### src/rtl/brcr_pkg.sv
package brcr_pkg;

  typedef enum logic [2:0] {
    BK_NONE  = 3'd0,
    BK_JUMP  = 3'd1,
    BK_CALL  = 3'd2,
    BK_XJUMP = 3'd3,
    BK_XCALL = 3'd4
  } br_kind_e;

  localparam int FLG_N = 3;
  localparam int FLG_Z = 2;
  localparam int FLG_C = 1;
  localparam int FLG_V = 0;

  localparam logic [3:0] NARROW_COND_NIB = 4'hD;

endpackage

### src/rtl/br_cond_eval.sv
module br_cond_eval
  import brcr_pkg::*;
(
  input  logic        state_i,
  input  logic [3:0]  wide_cond_i,
  input  logic [15:0] half_op_i,
  input  logic [3:0]  flags_i,
  output logic [3:0]  code_o,
  output logic        active_o,
  output logic        pass_o
);

  logic n_f, z_f, c_f, v_f;
  logic base;

  assign n_f = flags_i[FLG_N];
  assign z_f = flags_i[FLG_Z];
  assign c_f = flags_i[FLG_C];
  assign v_f = flags_i[FLG_V];

  // Effective condition source depends on the instruction state.
  always_comb begin
    if (state_i) begin
      active_o = (half_op_i[15:12] == NARROW_COND_NIB);
      code_o   = half_op_i[11:8];
    end else begin
      active_o = 1'b1;
      code_o   = wide_cond_i;
    end
  end

  // Codes come in pairs: odd code is the complement of the even one.
  always_comb begin
    unique case (code_o[3:1])
      3'd0:    base = z_f;
      3'd1:    base = c_f;
      3'd2:    base = n_f;
      3'd3:    base = v_f;
      3'd4:    base = c_f & ~z_f;
      3'd5:    base = (n_f == v_f);
      3'd6:    base = ~z_f & (n_f == v_f);
      default: base = 1'b1;
    endcase
  end

  always_comb begin
    if (!active_o)
      pass_o = 1'b1;
    else if (code_o[3:1] == 3'd7)
      pass_o = 1'b1;
    else
      pass_o = base ^ code_o[0];
  end

endmodule

### src/rtl/br_target_calc.sv
module br_target_calc
  import brcr_pkg::*;
#(
  parameter int AW = 32,
  parameter int RW = 4
) (
  input  logic [AW-1:0] pc_i,
  input  logic          state_i,
  input  logic [2:0]    kind_i,
  input  logic          use_reg_i,
  input  logic [RW-1:0] reg_idx_i,
  input  logic [AW-1:0] reg_val_i,
  input  logic [AW-1:0] imm_i,
  output logic [AW-1:0] tgt_o,
  output logic          is_branch_o,
  output logic          is_exch_o,
  output logic          is_link_o
);

  localparam logic [RW-1:0] PC_REG   = RW'((1 << RW) - 1);
  localparam logic [AW-1:0] PC_AHEAD_WIDE   = AW'(8);
  localparam logic [AW-1:0] PC_AHEAD_NARROW = AW'(4);

  br_kind_e kind;
  assign kind = br_kind_e'(kind_i);

  always_comb begin
    is_branch_o = 1'b0;
    is_exch_o   = 1'b0;
    is_link_o   = 1'b0;
    case (kind)
      BK_JUMP:  is_branch_o = 1'b1;
      BK_CALL:  begin is_branch_o = 1'b1; is_link_o = 1'b1; end
      BK_XJUMP: begin is_branch_o = 1'b1; is_exch_o = 1'b1; end
      BK_XCALL: begin is_branch_o = 1'b1; is_exch_o = 1'b1; is_link_o = 1'b1; end
      default:  is_branch_o = 1'b0;
    endcase
  end

  always_comb begin
    if (!use_reg_i)
      tgt_o = imm_i;
    else if (reg_idx_i == PC_REG)
      tgt_o = pc_i + (state_i ? PC_AHEAD_NARROW : PC_AHEAD_WIDE);
    else
      tgt_o = reg_val_i;
  end

endmodule

### src/rtl/branch_resolve.sv
module branch_resolve
  import brcr_pkg::*;
#(
  parameter int AW = 32,
  parameter int RW = 4
) (
  input  logic          clk,
  input  logic          rst,
  input  logic          in_valid,
  input  logic [AW-1:0] cur_pc,
  input  logic          cur_state,
  input  logic [3:0]    flags,
  input  logic [3:0]    wide_cond,
  input  logic [15:0]   half_op,
  input  logic [2:0]    br_kind,
  input  logic          use_reg,
  input  logic [RW-1:0] reg_idx,
  input  logic [AW-1:0] reg_val,
  input  logic [AW-1:0] imm_target,
  output logic          out_valid,
  output logic [AW-1:0] next_pc,
  output logic          next_state,
  output logic          link_we,
  output logic [AW-1:0] link_val
);

  localparam logic [AW-1:0] SZ_WIDE   = AW'(4);
  localparam logic [AW-1:0] SZ_NARROW = AW'(2);
  localparam logic [AW-1:0] LINK_OFS  = AW'(4);

  logic [3:0]    eff_code;
  logic          cond_active;
  logic          cond_pass;
  logic [AW-1:0] tgt;
  logic          is_branch, is_exch, is_link;

  br_cond_eval u_cond (
    .state_i     (cur_state),
    .wide_cond_i (wide_cond),
    .half_op_i   (half_op),
    .flags_i     (flags),
    .code_o      (eff_code),
    .active_o    (cond_active),
    .pass_o      (cond_pass)
  );

  br_target_calc #(.AW(AW), .RW(RW)) u_tgt (
    .pc_i        (cur_pc),
    .state_i     (cur_state),
    .kind_i      (br_kind),
    .use_reg_i   (use_reg),
    .reg_idx_i   (reg_idx),
    .reg_val_i   (reg_val),
    .imm_i       (imm_target),
    .tgt_o       (tgt),
    .is_branch_o (is_branch),
    .is_exch_o   (is_exch),
    .is_link_o   (is_link)
  );

  logic [AW-1:0] seq_pc, npc_d, lval_d;
  logic          nst_d, we_d;

  assign seq_pc = cur_pc + (cur_state ? SZ_NARROW : SZ_WIDE);
  assign lval_d = cur_pc + LINK_OFS + AW'(cur_state);

  always_comb begin
    npc_d = seq_pc;
    nst_d = cur_state;
    we_d  = 1'b0;
    if (cond_pass && is_branch) begin
      we_d = is_link;
      if (is_exch) begin
        npc_d = {tgt[AW-1:1], 1'b0};
        nst_d = tgt[0];
      end else begin
        npc_d = tgt;
      end
    end
  end

  always_ff @(posedge clk) begin
    if (rst) begin
      out_valid  <= 1'b0;
      next_pc    <= '0;
      next_state <= 1'b0;
      link_we    <= 1'b0;
      link_val   <= '0;
    end else begin
      out_valid <= in_valid;
      link_we   <= in_valid & we_d;
      if (in_valid) begin
        next_pc    <= npc_d;
        next_state <= nst_d;
        link_val   <= lval_d;
      end
    end
  end

  // result strobe follows an input strobe by one cycle
  a_r9_strobe_to_valid: assert property (@(posedge clk) disable iff (rst)
    in_valid |=> out_valid);

  // idle cycles hold the result and raise nothing
  a_r9_idle_hold: assert property (@(posedge clk) disable iff (rst)
    !in_valid |=> (!out_valid && !link_we && $stable(next_pc) && $stable(next_state)));

  // always-codes pass whatever the flags
  a_r2_always_pass: assert property (@(posedge clk) disable iff (rst)
    (in_valid && cond_active && eff_code[3:1] == 3'd7) |-> cond_pass);

  // compact opcodes outside the conditional nibble are unconditional
  a_r4_compact_uncond: assert property (@(posedge clk) disable iff (rst)
    (in_valid && cur_state && half_op[15:12] != NARROW_COND_NIB) |-> cond_pass);

  // a failed condition writes no link and keeps the state
  a_r3_fail_keeps: assert property (@(posedge clk) disable iff (rst)
    (in_valid && !cond_pass) |=> (!link_we && next_state == $past(cur_state)));

  // state-switching branches always land on an even address
  a_r6_exch_even: assert property (@(posedge clk) disable iff (rst)
    (in_valid && cond_pass && is_exch) |=> (next_pc[0] == 1'b0));

  // a passing call writes PC+4 (+1 in compact state)
  a_r7_link_value: assert property (@(posedge clk) disable iff (rst)
    (in_valid && cond_pass && is_link) |=>
      (link_we && link_val == $past(cur_pc) + AW'(4) + AW'($past(cur_state))));

  // link write only with a result strobe
  a_r7_link_with_valid: assert property (@(posedge clk) disable iff (rst)
    link_we |-> out_valid);

endmodule

### config.mk
export PLATFORM = sky130hd
export DESIGN_NAME = branch_resolve
export DESIGN_NICKNAME = d
export VERILOG_FILES = /design/src/rtl/brcr_pkg.sv /design/src/rtl/br_cond_eval.sv /design/src/rtl/br_target_calc.sv /design/src/rtl/branch_resolve.sv
export SDC_FILE = /design/constraint.sdc
export NUM_CORES = 1
export LEC_CHECK = 0
export BUFFER_PORTS_ARGS = -buffer_cell sky130_fd_sc_hd__buf_2
export CORE_MARGIN = 2
export CORE_UTILIZATION = 46
export DETAILED_ROUTE_END_ITERATION = 16
export GPL_TIMING_DRIVEN = 1
export HOLD_SLACK_MARGIN = 0.02
export PLACE_DENSITY = 0.85
export SKIP_LAST_GASP = 1
export SLEW_MARGIN = 20
export SYNTH_ARGS = -nofsm -noshare
export SYNTH_HDL_FRONTEND = slang
export SYNTH_HIERARCHICAL = 1
export SYNTH_SLANG_ARGS = --single-unit
export TNS_END_PERCENT = 20
### constraint.sdc
create_clock -name clk -period 2.55 [get_ports clk]
set_input_delay 0.51 -clock clk [delete_from_list [all_inputs] [get_ports clk]]
set_output_delay 0.51 -clock clk [all_outputs]
set_load 0.05 [all_outputs]
**Word-level counts from Yosys, hierarchy flattened**

Index checks and enable logic that the tools add are counted.

- Word-level logic and storage cells: 50
- Output and inout port bits: 67
- Input bits: 132
- Register bits after elaboration: 67

- Bitwise operators: 5
- Equal/unequal tests: 14
- Reductions and logical operators: 5
- Add/subtract/negate cells: 4
- Mux-type cells: 17

Operator list:

| operator | number |
|---|---|
| $mux W32 | 3 |
| $add A32 B1 Y32 | 1 |
| $add A32 B3 Y32 | 1 |
| $add A32 B3 Y32 const B | 1 |
| $add A32 B32 Y32 | 1 |
| $eq A3 B3 Y1 const B | 5 |
| $eq A3 B2 Y1 const B | 4 |
| $mux W1 | 10 |
| $eq A4 B4 Y1 const B | 2 |
| $mux W4 | 2 |
| $pmux W1 S7 | 1 |
| $eq A3 B1 Y1 const B | 2 |
| $reduce_or A2 Y1 | 2 |
| $reduce_or A4 Y1 | 1 |
| $and A1 B1 Y1 | 3 |
| $logic_not A3 Y1 | 1 |
| $mux W3 | 1 |
| $eq A1 B1 Y1 | 1 |
| $logic_and A1 B1 Y1 | 1 |
| $not A1 Y1 | 1 |
| $xor A1 B1 Y1 | 1 |

**Logic depth before layout (Yosys ltp)**

Gate-level depths: netlist (run 1).

- Depth in word-level cells: 9
- Depth in mapped cells: 12
- Gate-level depth less buffers: 11

**By module**

The synthesis (run 1) kept the hierarchy.

Modules (own cells, without submodules):

| module | instances | area an instance (sq um) | seq. area each (sq um) | cells an instance |
|---|---|---|---|---|
| branch_resolve | 1 | 3857.4 | 1341.3 | 472 |
| br_target_calc | 1 | 1372.6 | 0.0 | 231 |
| br_cond_eval | 1 | 289.0 | 0.0 | 33 |

**Worst setup path after synthesis (run 1)**

OpenSTA, ideal clock, no wires.

- Path type: input port to flip-flop
- Start: input cur_state
- End: register next_pc[12]
- Data required time: 2.422 ns
- Data arrival time: 2.371 ns
- Stages on the path: 11
- Library setup time: 0.128 ns
- Buffers on the path: 2
- Setup slack: 0.051 ns
- Path through: buf_6 > and3_1 > o21a_1 > a211o_1 > o311ai_2 > mux2i_1 > and2_1 > clkbuf_1 > nor2_1 > a221oi_1 > nor2_1

- Longest elaborated chain between the ends: 8
- Elaborated cells on any way between the ends: 22
- Classes of those cells: add/sub (2); eq/ne (7); mux (10); bitwise (1); reduce/logical (2)

Ends and longest elaborated chain:

| item | RTL line | source |
|---|---|---|
| start, declared | branch_resolve.sv:11 | `input logic cur_state,` |
| $mux W4 | br_cond_eval.sv:23 | `if (state_i) begin` |
| $eq A3 B3 Y1 (tied with other cells) | br_cond_eval.sv:34 | `unique case (code_o[3:1])` |
| $pmux W1 S7 | br_cond_eval.sv:34 |  |
| $xor A1 B1 Y1 | br_cond_eval.sv:52 | `pass_o = base ^ code_o[0];` |
| $mux W1 | br_cond_eval.sv:49 | `else if (code_o[3:1] == 3'd7)` |
| $mux W1 (*) | br_cond_eval.sv:47 | `if (!active_o)` |
| net cond_pass | branch_resolve.sv:33 | `logic cond_pass;` |
| $logic_and A1 B1 Y1 (*) | branch_resolve.sv:71 | `if (cond_pass && is_branch) begin` |
| $mux W32 (*) | branch_resolve.sv:71 |  |
| end signal, assigned | branch_resolve.sv:93 | `next_pc <= npc_d;` |
| end, declared | branch_resolve.sv:21 | `output logic [AW-1:0] next_pc,` |

Mark *: on every way through the listed nets, which the timed path passes. The rest lies on a longest branch.
A chain may end at the register's enable or synchronous reset.

**Worst setup path in the final report (run 1)**

- Start: input wide_cond[1]
- End: register next_pc[31]

- Longest elaborated chain between the ends: 8
- Elaborated cells on any way between the ends: 15
- Classes of those cells: eq/ne (7); mux (5); bitwise (1); reduce/logical (2)

Ends and longest elaborated chain:

| item | RTL line | source |
|---|---|---|
| start, declared | branch_resolve.sv:13 | `input logic [3:0] wide_cond,` |
| $mux W4 (*) | br_cond_eval.sv:23 |  |
| $eq A3 B3 Y1 (tied with other cells) | br_cond_eval.sv:34 |  |
| $pmux W1 S7 | br_cond_eval.sv:34 |  |
| $xor A1 B1 Y1 | br_cond_eval.sv:52 |  |
| $mux W1 (*) | br_cond_eval.sv:49 |  |
| $mux W1 (*) | br_cond_eval.sv:47 |  |
| net cond_pass | branch_resolve.sv:33 |  |
| $logic_and A1 B1 Y1 (*) | branch_resolve.sv:71 |  |
| $mux W32 (*) | branch_resolve.sv:71 |  |

Marks and branches as above.

==> results of run 1 <==
[what timing repair did]
| action | CTS | global route |
|---|---|---|
| setup buffers | 0 | 5 |
| gates resized for setup | 0 | 26 |
| endpoints found under the setup margin | 0 | 29 |
| hold buffers | 0 | 0 |
[worst max path at each step]
| stage | cells after the start | endpoint | from |
|---|---|---|---|
| floorplan | 11 | next_pc[12] | cur_state |
| global placement | 11 | next_pc[20] | cur_state |
| detailed placement | 11 | next_pc[24] | cur_state |
| CTS | 11 | next_pc[28] | cur_state |
| global route | 11 | next_pc[12] | wide_cond[1] |
| finish | 12 | next_pc[31] | wide_cond[1] |
[critical path: stages]
cell      delay, ns
buf_8          0.10
buf_6          0.11
nor4_4         0.30
a211oi_2       0.09
o311ai_2       0.37
mux2i_2        0.36
and2_4         0.27
buf_12         0.15
buf_8          0.10
and3_4         0.18
a21oi_2        0.03
o22ai_1        0.17
[flip-flops by register name, indices dropped and copies added (netlist names)]
name,cells
link_we,1
next_state,1
next_pc,32
out_valid,1
link_val,32
[routing by layer]
| layer | track usage (%) | up-vias |
|---|---|---|
| li1 | - | 3123 |
| met4 | 9.76 | 0 |
| met2 | 46.9 | 370 |
| met1 | 41.0 | 2973 |
| met5 | 0 | - |
| met3 | 7.28 | 33 |
[cell usage after synthesis, drive strengths merged, types with 7 or more instances]
cell type,instances,area share (%)
nor2,75,5.1
dfxtp,67,24
nor3,15,1.5
a211oi,33,4.7
clkbuf,43,2.9
nand2,64,4.4
xnor2,27,4.3
or3,8,0.91
xor2,47,7.5
buf,13,1.7
a31oi,8,0.91
a311oi,7,1.1
a21oi,31,2.8
o22ai,23,2.6
nand3,38,3.7
o221ai,10,1.7
and4,10,1.6
o21ai,41,3.7
nor4,14,2.9
inv,38,2.6
nand4,29,4.2
and3,31,3.6
[logic make-up (layout without fill, tap and decap cells)]
kind of cell / count (synthesis) / count (layout) / synth area share, %
AOI/OAI and AO/OA: 175 / 175 / 21.1
xor gates and xnor gates: 74 / 74 / 11.7
and+or+nand+nor: 308 / 308 / 31.4
adders and majority gates: 8 / 8 / 2.09
muxes: 10 / 10 / 2.02
DFF: 67 / 67 / 24.3
buffers and inverters: 94 / 323 / 7.28
[report_power, final]
group	total, mW	leakage [nW]	switching [mW]	internal [mW]
sequential	1.19	0.555	0.0514	1.13
combinational	1.33	2.66	0.842	0.487
clock	1.35	0.157	0.462	0.883
total	3.86	3.37	1.36	2.50
[metrics by stage]
stage	cells	TNS (ns)	power, mW	setup slack (ns)	util (%)
after detailed placement	1088	-6.13	2.42	-0.315	58.8
after floorplan	736	0	1.95	0.0511	-
after global placement	1088	-3.97	2.40	-0.243	58.8
final	1112	0	3.86	0.0610	63.3
after CTS	1104	0	3.76	0.0237	61.5
after global routing	1112	-0.567	4.01	-0.0574	63.3
[final cells by class]
type / instances / area, µm²
Clock inverter: 4 / 73.8
Multi-Input combinational cell: 575 / 3830
Inverter: 38 / 143
Clock buffer: 12 / 246
Sequential cell: 67 / 1340
Timing Repair Buffer: 269 / 1700
Tap cell: 147 / 184
Fill cell: 1021 / 4350
[layout by cell type, fill, tap and decap left out, drive strengths merged, types with 10 or more instances in the layout]
cell type | Yosys | final
a211oi | 33 | 33
a21oi | 31 | 31
and3 | 31 | 31
and4 | 10 | 10
buf | 13 | 266
clkbuf | 43 | 15
dfxtp | 67 | 67
inv | 38 | 38
nand2 | 64 | 64
nand3 | 38 | 38
nand4 | 29 | 29
nor2 | 75 | 75
nor3 | 15 | 15
nor4 | 14 | 14
o21ai | 41 | 41
o221ai | 10 | 10
o22ai | 23 | 23
xnor2 | 27 | 27
xor2 | 47 | 47
==> flow_metrics.env, run 1 <==
export IMPL_async_reset_ff_share_pct=0
export IMPL_die_w_um=114
export IMPL_drt_pre_antenna_iters=6
export IMPL_placed_cell_area_um2=6980
export IMPL_wl_per_cell_um=17.9
export IMPL_num_vias=6499
export IMPL_worst_ep_required_time_ns=2.81
export IMPL_drt_iter0_drc=690
export IMPL_port_buffers=190
export IMPL_grt_usage_pct=30.0
export IMPL_syn_nets=876
export IMPL_drv_slew=0
export IMPL_wl_met2_um=8870
export IMPL_grt_pass1_wl_um=31000
export IMPL_areaGrowthSynthToFinish_pct=36.1
export IMPL_drc=0
export IMPL_rsz0062_at_grt="true"
export IMPL_min_to="link_val[22]"
export IMPL_synth_cell_area_um2=5520
export IMPL_clock_latency_ns=0.34
export IMPL_yosys_warnings=6
export IMPL_startpoint_type="primary input"
export IMPL_netlist_instances=736
export IMPL_dieArea_um2=12900
export IMPL_antenna_cells=0
export IMPL_worst_pin_slew_ns=0.564
export IMPL_setup_viol=0
export IMPL_path_clk_slew_ns=0.06
export IMPL_antenna_found_initial=0
export IMPL_fp_dieH_um=114
export IMPL_regToRegEndpoint="next_pc[19]"
export IMPL_ys_seq_area_share_pct=24.3
export IMPL_maxCapViolations=0
export IMPL_rows=40
export IMPL_ff2ff_path_depth=4
export IMPL_r2r_start="next_pc[19]"
export IMPL_clockBufferDepth=2
export IMPL_design_portCount=199
export IMPL_end_kind="register"
export IMPL_gp_congestion=0.914
export IMPL_synthDistinctLibCells=66
export IMPL_finalHoldViolations=0
export IMPL_top_layer="met4"
export IMPL_final_layout_size_suffix_gt1_share_pct=34.2
export IMPL_grt_max_degree=57
export IMPL_post_route_min_period_ns=2.49
export IMPL_postSynthAreaPerCell_um2=7.50
export IMPL_grt_pass1_vias=6093
export IMPL_slew_headroom_pct=62.3
export IMPL_dpl_hpwl_um=14800
export IMPL_min_path_type="reg2reg"
export IMPL_drt_met1_wl_um=8500
export IMPL_clock_sinks=67
export IMPL_clock_fmax_mhz=402
export IMPL_cts_max_level=3
export IMPL_cts_buffers=9
export IMPL_clock_skew_final_ns=0
export IMPL_peakVddDrop_mv=0.397
export IMPL_period_share_pct=97.6
export IMPL_critical_path_class="in2reg"
export IMPL_hold_slack_ns=0.481
export IMPL_core_area_um2=11900
export IMPL_cts_root_buf="clkbuf_16"
export IMPL_grt_ovfl_total=0
export IMPL_wl_um=19900
export IMPL_via_per_inst=5.84
export IMPL_ys_seq_elements=67
export IMPL_power_density_nw_per_um2=514
export IMPL_crit_arrival_ns=2.75
export IMPL_ant_nets=0
export IMPL_holdPathStages=2
export IMPL_cp_max_fo=6
export IMPL_wl_met3_um=2120
export IMPL_final_cell_area_um2=7510
export IMPL_synth_edff_count=0
export IMPL_cts_tree="done"
export IMPL_min_from="link_val[22]"
export IMPL_layout_nets=1100
export IMPL_r2r_slack_ns=1.71
export IMPL_initial_core_util_pct=46.5
export IMPL_synth_flop_cell="dfxtp_1"
export IMPL_status="finished clean"
export IMPL_leakagePower_nw=3.37
Note: power is estimated with default switching activity, not from simulation.
==> run 2, diff against run 1 <==
clock period = 2.2 ns   (was 2.55 ns; I/O delays follow)
==> flow_metrics.env, run 2 (synthesis results as in run 1) <==
export IMPL_rows=40
export IMPL_slowest_delay_ns=0.36
export IMPL_via_per_inst=5.95
export IMPL_wl_per_cell_um=18.2
export IMPL_worst_path_max_delay_cell="or3_1"
export IMPL_cts_buffers=9
export IMPL_wl_um=20800
export IMPL_pre_cts_slack_ns=-0.426
export IMPL_ant_nets=0
export IMPL_layout_nets=1128
export IMPL_core_area_um2=11900
export IMPL_min_path_type="in2reg"
export IMPL_end_kind="register"
export IMPL_final_cell_mix="buf_2, buf_4, nor2_1"
export IMPL_num_vias=6779
export IMPL_crit_arrival_ns=2.53
export IMPL_regArea_um2=1340
export IMPL_dieArea_um2=12900
export IMPL_clockBufferDepth=2
export IMPL_critical_path_class="in2reg"
export IMPL_layout_commonest_cell="buf_2"
export IMPL_violations="negative setup slack"
export IMPL_worst_ep_required_time_ns=2.40
export IMPL_status="finished with violations"
export IMPL_drt_pre_antenna_iters=6
export IMPL_leakagePower_nw=3.49
export IMPL_post_route_min_period_ns=2.33
export IMPL_placed_cells=1116
export IMPL_crit_path_cell_trace="buf_12, buf_6, and3_4, o21a_1, a211o_1, o311ai_2, mux2i_1, nand2_2, buf_6, or3_1, o21ai_2, a211oi_1"
export IMPL_grt_pass1_wl_um=31200
export IMPL_drt_iter0_drc=1001
export IMPL_slew_headroom_pct=52.9
export IMPL_setup_viol=28
export IMPL_reg_top3="link_val: 32 flops, next_pc: 32 flops"
export IMPL_clock_latency_ns=0.33
export IMPL_top_layer="met4"
export IMPL_grt_pass1_vias=6183
export IMPL_areaGrowthSynthToFinish_pct=40.4
export IMPL_cts_root_buf="clkbuf_16"
export IMPL_antenna_found_initial=0
export IMPL_fillers=970
export IMPL_path_clk_slew_ns=0.05
export IMPL_die_w_um=114
export IMPL_gp_congestion=0.956
export IMPL_finalHoldViolations=0
export IMPL_worst_pin_slew_ns=0.706
export IMPL_wl_met2_um=9340
export IMPL_clock_skew_final_ns=0
export IMPL_grt_max_degree=55
export IMPL_clock_sinks=67
export IMPL_peakVddDrop_mv=0.394
export IMPL_grt_ovfl_total=0
export IMPL_drc=0
export IMPL_drt_met1_wl_um=8190
export IMPL_multi_input_area_um2=3930
export IMPL_cp_max_fo=8
export IMPL_worst_path_most_repeated_cell="buf_6"
export IMPL_dpl_hpwl_um=15100
export IMPL_power_density_nw_per_um2=563
export IMPL_rsz0062_at_grt="true"
export IMPL_fp_dieH_um=114
export IMPL_cts_max_level=3
export IMPL_period_share_pct=106
export IMPL_wl_met3_um=2640
export IMPL_antenna_cells=0
export IMPL_final_layout_size_suffix_gt1_share_pct=37.3
export IMPL_cts_tree="done"
export IMPL_maxCapViolations=0
export IMPL_initial_core_util_pct=46.5
export IMPL_r2r_slack_ns=1.23
export IMPL_layoutNonFillerInstCount=1140
export IMPL_design_portCount=199
export IMPL_clock_fmax_mhz=429
export IMPL_finalWorstSetupSlack_ns=-0.131
export IMPL_startpoint_type="primary input"
export IMPL_port_buffers=190
export IMPL_grt_usage_pct=30.2
export IMPL_fin_util_pct=65.3
export IMPL_drv_slew=0
export IMPL_postCtsHoldBufs=0
==> run 2: cell type report <==
class / count / share of cell area (%)
Sequential cell: 67 / 17.3
Multi-Input combinational cell: 575 / 50.7
Inverter: 38 / 1.84
Clock buffer: 14 / 3.28
Clock inverter: 2 / 0.452
Tap cell: 147 / 2.37
Timing Repair Buffer: 297 / 24.1
==> run 2: worst max-delay path, delay by kind of cell <==
family                 cells  cell delay (ns)
AO/OA/AOI/OAI              5             0.71
buffers and inverters      3             0.40
multiplexers               1             0.34
AND/OR/NAND/NOR            3             0.65
==> run 2: path summary, 6_finish.rpt <==
kind	depth (start not counted)	endpoint	startpoint
max	12	next_pc[10]	cur_state
min	3	next_pc[0]	cur_pc[0]
max reg2reg	4	next_pc[19]	next_pc[19]
min reg2reg	2	link_val[29]	link_val[29]
==> run 2: per-stage QoR <==
| stage | area, µm² | setup TNS (ns) | total power [mW] | hold WS (ns) |
|---|---|---|---|---|
| 6_report | 7750 | -1.79 | 4.36 | 0.425 |
| 5_1_grt | 7750 | -4.67 | 4.52 | 0.445 |
| 4_1_cts | 7560 | -0.233 | 4.27 | 0.410 |
| 3_5_place_dp | 7220 | -13.99 | 2.84 | 0.468 |
| 3_3_place_gp | 7220 | -11.39 | 2.82 | 0.461 |
| 2_1_floorplan | 5570 | -0.291 | 2.28 | 0.598 |
==> run 2: timing repair <==
item / in CTS / in global routing
buffers inserted: 3 / 4
endpoints found under the setup margin: 29 / 32
gates cloned: 0 / 1
gates resized for setup: 12 / 34
pin swaps: 4 / 18
==> run 2: layer usage <==
metal,vias to the layer above,GRT usage (%)
li1,3174,-
met2,467,48.6
met1,3075,41.0
met4,0,9.59
met5,-,0
met3,63,5.79
==> run 2: report_power, final <==
group | leakage [nW] | internal [mW] | switching [mW] | total (mW)
Combinational | 2.80 | 0.566 | 1.00 | 1.57
Sequential | 0.555 | 1.32 | 0.0651 | 1.38
Clock | 0.141 | 0.908 | 0.507 | 1.41
Total | 3.49 | 2.79 | 1.57 | 4.36
